## config.mk

```make
export PLATFORM = sky130hd
export DESIGN_NAME = apb_regbank
export DESIGN_NICKNAME = d
export VERILOG_FILES = /design/src/rtl/apb_regbank_pkg.sv /design/src/rtl/apb_regbank_decode.sv /design/src/rtl/apb_regbank_wait.sv /design/src/rtl/apb_regbank_regs.sv /design/src/rtl/apb_regbank.sv
export SDC_FILE = /design/constraint.sdc
export NUM_CORES = 1
export LEC_CHECK = 0
export ABC_AREA = 1
export BUFFER_PORTS_ARGS = -buffer_cell sky130_fd_sc_hd__buf_2
export CAP_MARGIN = 20
export CELL_PAD_IN_SITES_DETAIL_PLACEMENT = 0
export CELL_PAD_IN_SITES_GLOBAL_PLACEMENT = 1
export CORE_ASPECT_RATIO = 2
export CORE_MARGIN = 3
export CORE_UTILIZATION = 35
export DETAILED_ROUTE_END_ITERATION = 7
export GPL_TIMING_DRIVEN = 0
export HOLD_SLACK_MARGIN = 0.08
export PLACE_DENSITY_LB_ADDON = 0.1
export SYNTH_ARGS = -nofsm -noshare
export SYNTH_HDL_FRONTEND = slang
export SYNTH_SLANG_ARGS = --single-unit
```

## constraint.sdc

```tcl
create_clock -name clk_i -period 1.7 [get_ports clk_i]
set_clock_uncertainty 0.15 [all_clocks]
set_input_delay 0.17 -clock clk_i [delete_from_list [all_inputs] [get_ports clk_i]]
set_output_delay 0.17 -clock clk_i [all_outputs]
set_load 0.01 [all_outputs]
```

## src/rtl/apb_regbank_pkg.sv

```systemverilog
`timescale 1ns/1ps
package apb_regbank_pkg;
  typedef enum logic [1:0] {
    CAUSE_NONE  = 2'd0,
    CAUSE_ALIGN = 2'd1,
    CAUSE_MAP   = 2'd2,
    CAUSE_SEC   = 2'd3
  } cause_e;

  localparam int unsigned PROT_NONSEC_BIT = 1;
endpackage

```

## src/rtl/apb_regbank_decode.sv

```systemverilog
`timescale 1ns/1ps
module apb_regbank_decode
  import apb_regbank_pkg::*;
#(
  parameter int unsigned ADDR_W   = 8,
  parameter int unsigned NUM_REGS = 8,
  parameter int unsigned IDX_W    = 3,
  parameter logic [NUM_REGS-1:0] SECURE_MASK = '0
) (
  input  logic [ADDR_W-1:0] paddr_i,
  input  logic              nonsec_i,
  output logic [IDX_W-1:0]  idx_o,
  output logic              err_o,
  output cause_e            cause_o
);
  localparam int unsigned WORD_W = ADDR_W - 2;

  logic [WORD_W-1:0] word;
  logic              mapped;
  logic              secure_hit;

  assign word   = paddr_i[ADDR_W-1:2];
  assign mapped = (32'(word) < NUM_REGS);
  assign idx_o  = word[IDX_W-1:0];

  always_comb begin
    secure_hit = 1'b0;
    for (int i = 0; i < int'(NUM_REGS); i++) begin
      if (32'(word) == i) secure_hit = SECURE_MASK[i];
    end
  end

  // priority: alignment, map, security
  always_comb begin
    if (paddr_i[1:0] != 2'b00)      cause_o = CAUSE_ALIGN;
    else if (!mapped)               cause_o = CAUSE_MAP;
    else if (secure_hit && nonsec_i) cause_o = CAUSE_SEC;
    else                            cause_o = CAUSE_NONE;
  end

  assign err_o = (cause_o != CAUSE_NONE);
endmodule

```

## src/rtl/apb_regbank_wait.sv

```systemverilog
`timescale 1ns/1ps
module apb_regbank_wait #(
  parameter int unsigned WAIT_CYCLES = 2
) (
  input  logic clk_i,
  input  logic rst_ni,
  input  logic access_i,
  output logic ready_o
);
  generate
    if (WAIT_CYCLES == 0) begin : g_nowait
      assign ready_o = access_i;
    end else begin : g_wait
      localparam int unsigned CNT_W = $clog2(WAIT_CYCLES + 1);
      localparam logic [CNT_W-1:0] LAST = CNT_W'(WAIT_CYCLES);

      logic [CNT_W-1:0] cnt_q;

      always_ff @(posedge clk_i or negedge rst_ni) begin
        if (!rst_ni)                  cnt_q <= '0;
        else if (!access_i || ready_o) cnt_q <= '0;
        else                          cnt_q <= cnt_q + 1'b1;
      end

      assign ready_o = access_i && (cnt_q == LAST);


      cnt_range_chk: assert property (@(posedge clk_i) disable iff (!rst_ni)
        cnt_q <= LAST);


      wait_hold_chk: assert property (@(posedge clk_i) disable iff (!rst_ni)
        (access_i && !ready_o) |=> (!access_i || ready_o || cnt_q != '0));
    end
  endgenerate
endmodule

```

## src/rtl/apb_regbank_regs.sv

```systemverilog
`timescale 1ns/1ps
module apb_regbank_regs #(
  parameter int unsigned NUM_REGS = 8,
  parameter int unsigned DATA_W   = 32,
  parameter int unsigned IDX_W    = 3
) (
  input  logic              clk_i,
  input  logic              rst_ni,
  input  logic              we_i,
  input  logic [IDX_W-1:0]  idx_i,
  input  logic [DATA_W-1:0] wdata_i,
  input  logic [DATA_W/8-1:0] wstrb_i,
  output logic [DATA_W-1:0] rdata_o
);
  localparam int unsigned LANES = DATA_W / 8;

  logic [NUM_REGS-1:0][DATA_W-1:0] mem_q;

  for (genvar r = 0; r < int'(NUM_REGS); r++) begin : g_reg
    for (genvar b = 0; b < int'(LANES); b++) begin : g_lane
      always_ff @(posedge clk_i or negedge rst_ni) begin
        if (!rst_ni)
          mem_q[r][8*b +: 8] <= 8'h00;
        else if (we_i && (32'(idx_i) == r) && wstrb_i[b])
          mem_q[r][8*b +: 8] <= wdata_i[8*b +: 8];
      end
    end
  end

  always_comb begin
    rdata_o = '0;
    for (int r = 0; r < int'(NUM_REGS); r++) begin
      if (32'(idx_i) == r) rdata_o = mem_q[r];
    end
  end


  hold_no_we_chk: assert property (@(posedge clk_i) disable iff (!rst_ni)
    !we_i |=> $stable(mem_q));
endmodule

```

## src/rtl/apb_regbank.sv

```systemverilog
`timescale 1ns/1ps
module apb_regbank
  import apb_regbank_pkg::*;
#(
  parameter int unsigned ADDR_W      = 8,
  parameter int unsigned DATA_W      = 32,
  parameter int unsigned NUM_REGS    = 8,
  parameter int unsigned WAIT_CYCLES = 2,
  parameter logic [NUM_REGS-1:0] SECURE_MASK = 8'b0000_1100
) (
  input  logic                clk_i,
  input  logic                rst_ni,
  input  logic                psel_i,
  input  logic                penable_i,
  input  logic                pwrite_i,
  input  logic [ADDR_W-1:0]   paddr_i,
  input  logic [DATA_W-1:0]   pwdata_i,
  input  logic [DATA_W/8-1:0] pstrb_i,
  input  logic [2:0]          pprot_i,
  output logic [DATA_W-1:0]   prdata_o,
  output logic                pready_o,
  output logic                pslverr_o
);
  localparam int unsigned IDX_W = (NUM_REGS > 1) ? $clog2(NUM_REGS) : 1;

  logic              access;
  logic              complete;
  logic              dec_err;
  cause_e            dec_cause;
  logic [IDX_W-1:0]  idx;
  logic              reg_we;
  logic [DATA_W-1:0] reg_rdata;
  logic              unused_prot;

  assign unused_prot = pprot_i[0] ^ pprot_i[2];

  assign access   = psel_i && penable_i;
  assign complete = access && pready_o;

  apb_regbank_decode #(
    .ADDR_W(ADDR_W), .NUM_REGS(NUM_REGS), .IDX_W(IDX_W), .SECURE_MASK(SECURE_MASK)
  ) u_decode (
    .paddr_i (paddr_i),
    .nonsec_i(pprot_i[PROT_NONSEC_BIT]),
    .idx_o   (idx),
    .err_o   (dec_err),
    .cause_o (dec_cause)
  );

  apb_regbank_wait #(.WAIT_CYCLES(WAIT_CYCLES)) u_wait (
    .clk_i   (clk_i),
    .rst_ni  (rst_ni),
    .access_i(access),
    .ready_o (pready_o)
  );

  assign reg_we = complete && pwrite_i && !dec_err;

  apb_regbank_regs #(.NUM_REGS(NUM_REGS), .DATA_W(DATA_W), .IDX_W(IDX_W)) u_regs (
    .clk_i  (clk_i),
    .rst_ni (rst_ni),
    .we_i   (reg_we),
    .idx_i  (idx),
    .wdata_i(pwdata_i),
    .wstrb_i(pstrb_i),
    .rdata_o(reg_rdata)
  );

  assign prdata_o  = (complete && !pwrite_i && !dec_err) ? reg_rdata : '0;
  assign pslverr_o = complete && dec_err;


  idle_zero_chk: assert property (@(posedge clk_i) disable iff (!rst_ni)
    !(psel_i && penable_i && pready_o) |-> (prdata_o == '0 && !pslverr_o));


  setup_not_ready_chk: assert property (@(posedge clk_i) disable iff (!rst_ni)
    (psel_i && !penable_i) |-> !pready_o);


  misalign_err_chk: assert property (@(posedge clk_i) disable iff (!rst_ni)
    (complete && paddr_i[1:0] != 2'b00) |-> pslverr_o);


  secure_err_chk: assert property (@(posedge clk_i) disable iff (!rst_ni)
    (complete && dec_cause == CAUSE_SEC) |-> (pslverr_o && pprot_i[1]));


  err_no_write_chk: assert property (@(posedge clk_i) disable iff (!rst_ni)
    pslverr_o |-> !reg_we);


  err_no_data_chk: assert property (@(posedge clk_i) disable iff (!rst_ni)
    pslverr_o |-> (prdata_o == '0));
endmodule

```

### Yosys cells after proc, flatten, opt, wreduce, memory -nomap -nowiden

Index checks and enable logic that the tools add are counted.

* add/subtract/negate cells: 1
* magnitude comparators: 1
* equality and inequality tests: 14
* muxes and demuxes: 19
* reduce and logical (&&, ||, !) cells: 56

Operator list (number)
* 32-bit two-way mux: 9
* 1-bit logical AND: 49
* 6-bit by 3-bit == test with 1-bit output (second input constant): 4
* 3-bit == test (second input constant): 4
* 6-bit by 2-bit == test with 1-bit output (second input constant): 2
* 2-bit two-way mux: 4
* 3-bit by 2-bit == test with 1-bit output (second input constant): 2
* 6-bit by 4-bit less-than comparator with 1-bit output (second input constant): 1
* 1-bit two-way mux: 6
* 2-bit nonzero test: 2
* 3-bit by 1-bit == test with 1-bit output (second input constant): 1
* 1-bit logical NOT: 3
* 3-bit logical NOT: 1
* 2-bit by 1-bit adder with 2-bit output (second input constant): 1
* 2-bit == test (second input constant): 1
* 1-bit logical OR: 1

* register bits: 258
* input port bits: 52
* logic and storage cells: 124

### Logic depth before layout (Yosys ltp)

* word-level depth: 16
* depth in mapped cells: 11
* depth with buffers taken out: 10

### Cells and area by module

Synthesis repeated with hierarchy kept, for this count alone.

* cell total of the unflattened synthesis: 1425
* area, all modules: 11897.7 sq um

By module, submodules not included
* apb_regbank_regs: times used 1, cells each 1321, area each 11254.5 sq um
* apb_regbank: times used 1, cells each 78, area each 461.7 sq um
* apb_regbank_decode: times used 1, cells each 16, area each 92.6 sq um
* apb_regbank_wait: times used 1, cells each 10, area each 88.8 sq um

### Worst setup path after synthesis

No wires, ideal clock.

* kind: register -> register
* from: register u_wait.g_wait.cnt_q[0]
* to: register u_regs.mem_q[0] in the netlist's numbering
* setup time: 0.117 ns
* arrival: 1.672 ns
* required time: 1.433 ns
* path slack: -0.239 ns
* cell stages (with the launch flop): 10
* buffers on the path: 0
* cell sequence: dfrtp_1 -> inv_1 -> ha_1 -> nand3_1 -> inv_1 -> nand4_2 -> nor2_2 -> nand2_1 -> nand2_1 -> nand2_1

* longest elaborated chain between the ends: 7

Ends and longest elaborated chain
* start, declared: line apb_regbank_wait.sv:17 `logic [CNT_W-1:0] cnt_q;`
* start signal, assigned: line apb_regbank_wait.sv:22 `else cnt_q <= cnt_q + 1'b1;`
* 2-bit == test: line apb_regbank_wait.sv:25 `assign ready_o = access_i && (cnt_q == LAST);`
* 1-bit logical AND: line apb_regbank_wait.sv:25
* named net pready_o: line apb_regbank.sv:21 `output logic pready_o,`
* 1-bit logical AND: line apb_regbank.sv:38 `assign complete = access && pready_o;`
* 1-bit logical AND (2 in series): line apb_regbank.sv:57 `assign reg_we = complete && pwrite_i && !dec_err;`
* 1-bit logical AND (2 in series): line apb_regbank_regs.sv:24 `else if (we_i && (32'(idx_i) == r) && wstrb_i[b])`
* end signal, assigned by index: line apb_regbank_regs.sv:25 `mem_q[r][8*b +: 8] <= wdata_i[8*b +: 8];`
* end, declared: line apb_regbank_regs.sv:17 `logic [NUM_REGS-1:0][DATA_W-1:0] mem_q;`

The timed path passes the listed nets, and every way through them passes these cells.
A chain may end at the register's enable or synchronous reset.

### Worst setup path in the final report

* from: register u_wait.g_wait.cnt_q[0]
* to: output port prdata_o[28]

* longest elaborated chain between the ends: 6

Ends and longest elaborated chain
* 2-bit == test: line apb_regbank_wait.sv:25
* 1-bit logical AND: line apb_regbank_wait.sv:25
* 1-bit logical AND: line apb_regbank.sv:38
* 1-bit logical AND (2 in series): line apb_regbank.sv:69 `assign prdata_o = (complete && !pwrite_i && !dec_err) ? reg_rdata : '0;`
* 32-bit two-way mux: line apb_regbank.sv:69
* end, declared: line apb_regbank.sv:20 `output logic [DATA_W-1:0] prdata_o,`

No other way between the ends.

==> impl_metrics.tcl <==
set metrics [dict create \
    path_clk_slew_ps 70 \
    hold_violations 9 \
    finalWeightedCongestion 0.841 \
    worst_pin_slew_ps 802 \
    clk_latency_ps 560 \
    synth.avg_cell_area_um2 7.35 \
    yosysMostFrequentCell "nand2_1" \
    drc 0 \
    synthTopCellsByCount "735 x nand2_1, 304 x nand3_1, 258 x dfrtp_1" \
    syn-cell-area_um2 12600 \
    dieHeight_um 275 \
    grt_pass1_vias 12693 \
    core_area_um2 35300 \
    fin_ws_ps -771 \
    ys_warn_count 0 \
    power_mw 13.4 \
    syn-num-nets 1773 \
    hold_path.class "in -> async" \
    synth_cells 1720 \
    viasPerCell 5.35 \
    max-cap-violations 0 \
    worstSetupEndpointType "output pin" \
    cts_tree "done" \
    critPathLaunchType "flip-flop" \
    clock-sinks 258 \
    whs_ps -25.1 \
    final_util_pct 52.9 \
    grt-ovfl-total 0 \
    synth_top_flop_cell "dfrtp_1" \
    p_leak_nw 9.24 \
    rr_worst_depth 15 \
    status "finished with violations" \
    syn2layout_area_growth_pct 47.8 \
    initial_core_util_pct 35.8 \
    vias 12850 \
    cp_max_fo 5 \
    critPathKind "reg -> out" \
    rows 97 \
    synth_edf_count 0 \
    grt_max_degree 106 \
    final_net_count 1991 \
    wire_per_inst_um 23.7 \
    pin_count 86 \
    io_buffer_count 47 \
    ant_nets 0 \
    vdd_drop_max_mv 0.766 \
    synth_area_leader_cell "dfrtp_1" \
    dp.final_hpwl_mm 35.9 \
    violations "hold timing, setup timing" \
    fin_crit_sh_pct 145 \
    synth_area_leaders "dfrtp_1 51%, nand2_1 22%, nand3_1 12%" \
    initialDrtViolationCount 1035 \
    timing.slew.headroom_pct 46.6 \
    power_density_nw_per_um2 719 \
    place_inst 2214 \
    numCtsBuffers 26 \
    synth.top_cell.area_share_pct 51.1 \
    drt_pass1_iterations 5 \
    async_flop_share_pct 100 \
    drive_above_1_share_pct 32.4 \
    maxSlewViolCount 0 \
    stdcell_count 2402 \
    grt_antenna_before_repair 0 \
    die_w_um 140 \
    root_buffer "clkbuf_16" \
    dieArea_um2 38600 \
    fmax_mhz 405 \
    synth.yosys.seq_area_share_pct 51.1 \
    fin_crit_ps 2470 \
    worstPathArrival_ps 2150 \
    drt-total-wl_mm 56.8 \
    grt_pass1_wl_mm 82.5 \
    rsz0062_at_grt "yes" \
    antenna_cells 0 \
    setup_violations 290 \
    htree_num_levels 1 \
    cts_max_path_buffers 3 \
    crit_required_ps 1380 \
    track_usage_pct 28.7 \
    ys_types 20 \
    synth-seq-cells 258 \
]
per-layer routing:
metal / global-route usage (%) / up-vias / wire, um
met1: 33.4 / 6321 / 21300
li1: - / 5958 / -
met4: 18.9 / 0 / 4440
met3: 2.50 / 147 / 2320
met5: 0 / - / 0
met2: 50.2 / 424 / 28700
stage by stage:
step	setup slack [ps]	TNS, ps	hold WS, ps	area (um^2)
6_report	-771	-148170	-25.1	18700
5_1_grt	-782	-164480	40.2	18700
4_1_cts	-846	-129490	8.24	17900
3_5_place_dp	-1910	-273090	17.1	13600
3_3_place_gp	-4870	-1518330	269	13600
2_1_floorplan	-177	-43930	-276	12800
critical path: stages, from the launching register on:
cell and delay [ps]:
dfrtp_1 390, inv_2 70, ha_4 140, nand3_4 70, nor2_4 170, nand2_4 150
clkbuf_16 210, nor2_1 120, nand2_1 90, inv_1 50, buf_2 120
kinds of logic (layout without fill, tap and decap cells):
family | Yosys count | count (layout) | synth area share (%)
AND/OR/NAND/NOR | 1211 | 1211 | 40.3
flip-flops | 258 | 258 | 51.1
buffers and inverters | 190 | 427 | 5.91
AO/OA/AOI/OAI | 60 | 60 | 2.65
adder cells (fa/ha/maj) | 1 | 1 | 0.0990
registers in the layout, summed over array words and instances, names as in the netlist:
register and cells:
u_regs.mem_q 256, u_wait.g_wait.cnt_q 2
layout by cell type (no fill, tap or decap), types with 3 or more instances in the layout:
cell type and instances:
nand2_1 491, dfrtp_1 258, nand3_1 244, nand2_2 206, nor2_1 83, clkbuf_1 61, nand3_2 58, inv_1 57
buf_12 49, buf_2 42, a21oi_1 42, dlygate4sd3_1 37, buf_6 35, clkbuf_16 34, nor2_4 30, nand2_8 29
nand4_1 27, buf_8 22, buf_4 21, or2_2 21, buf_16 15, clkbuf_4 12, o211ai_1 12, clkbuf_8 11
nand2_4 9, inv_2 8, clkinv_2 7, buf_1 6, nor2_2 4, a21oi_2 4, clkbuf_2 3
what timing repair did:
item	CTS	global route
endpoints found under the setup margin	290	290
hold buffers	36	1
pin swaps	98	100
endpoints found under the hold margin	516	6
gates resized for setup	492	201
setup buffers	77	12
cloned	16	5
worst paths after layout:
path	from	endpoint	slack, ps
max	u_wait.g_wait.cnt_q[0]	prdata_o[28]	-770
min	rst_ni	u_regs.mem_q[210]	-30
max reg2reg	u_wait.g_wait.cnt_q[0]	u_regs.mem_q[215]	-670
min reg2reg	u_regs.mem_q[84]	u_regs.mem_q[84]	320
max in group asynchronous	rst_ni	u_regs.mem_q[148]	330
min in group clk_i	pstrb_i[2]	u_regs.mem_q[241]	130
power breakdown:
part           leakage, nW  switching (mW)  internal [mW]
logic                 5.17           0.810          0.236
registers             3.61         0.00387           6.14
clock network        0.456            2.66           3.59
final cells by class:
type,instances,area [um^2]
Timing Repair Buffer,192,2460
Tap cell,445,557
Buffer,119,955
Clock inverter,9,98.8
Fill cell,3298,16600
Sequential cell,258,6460
Clock buffer,38,807
Multi-Input combinational cell,1272,7070
Inverter,69,270
(Power assumes the default switching activity.)
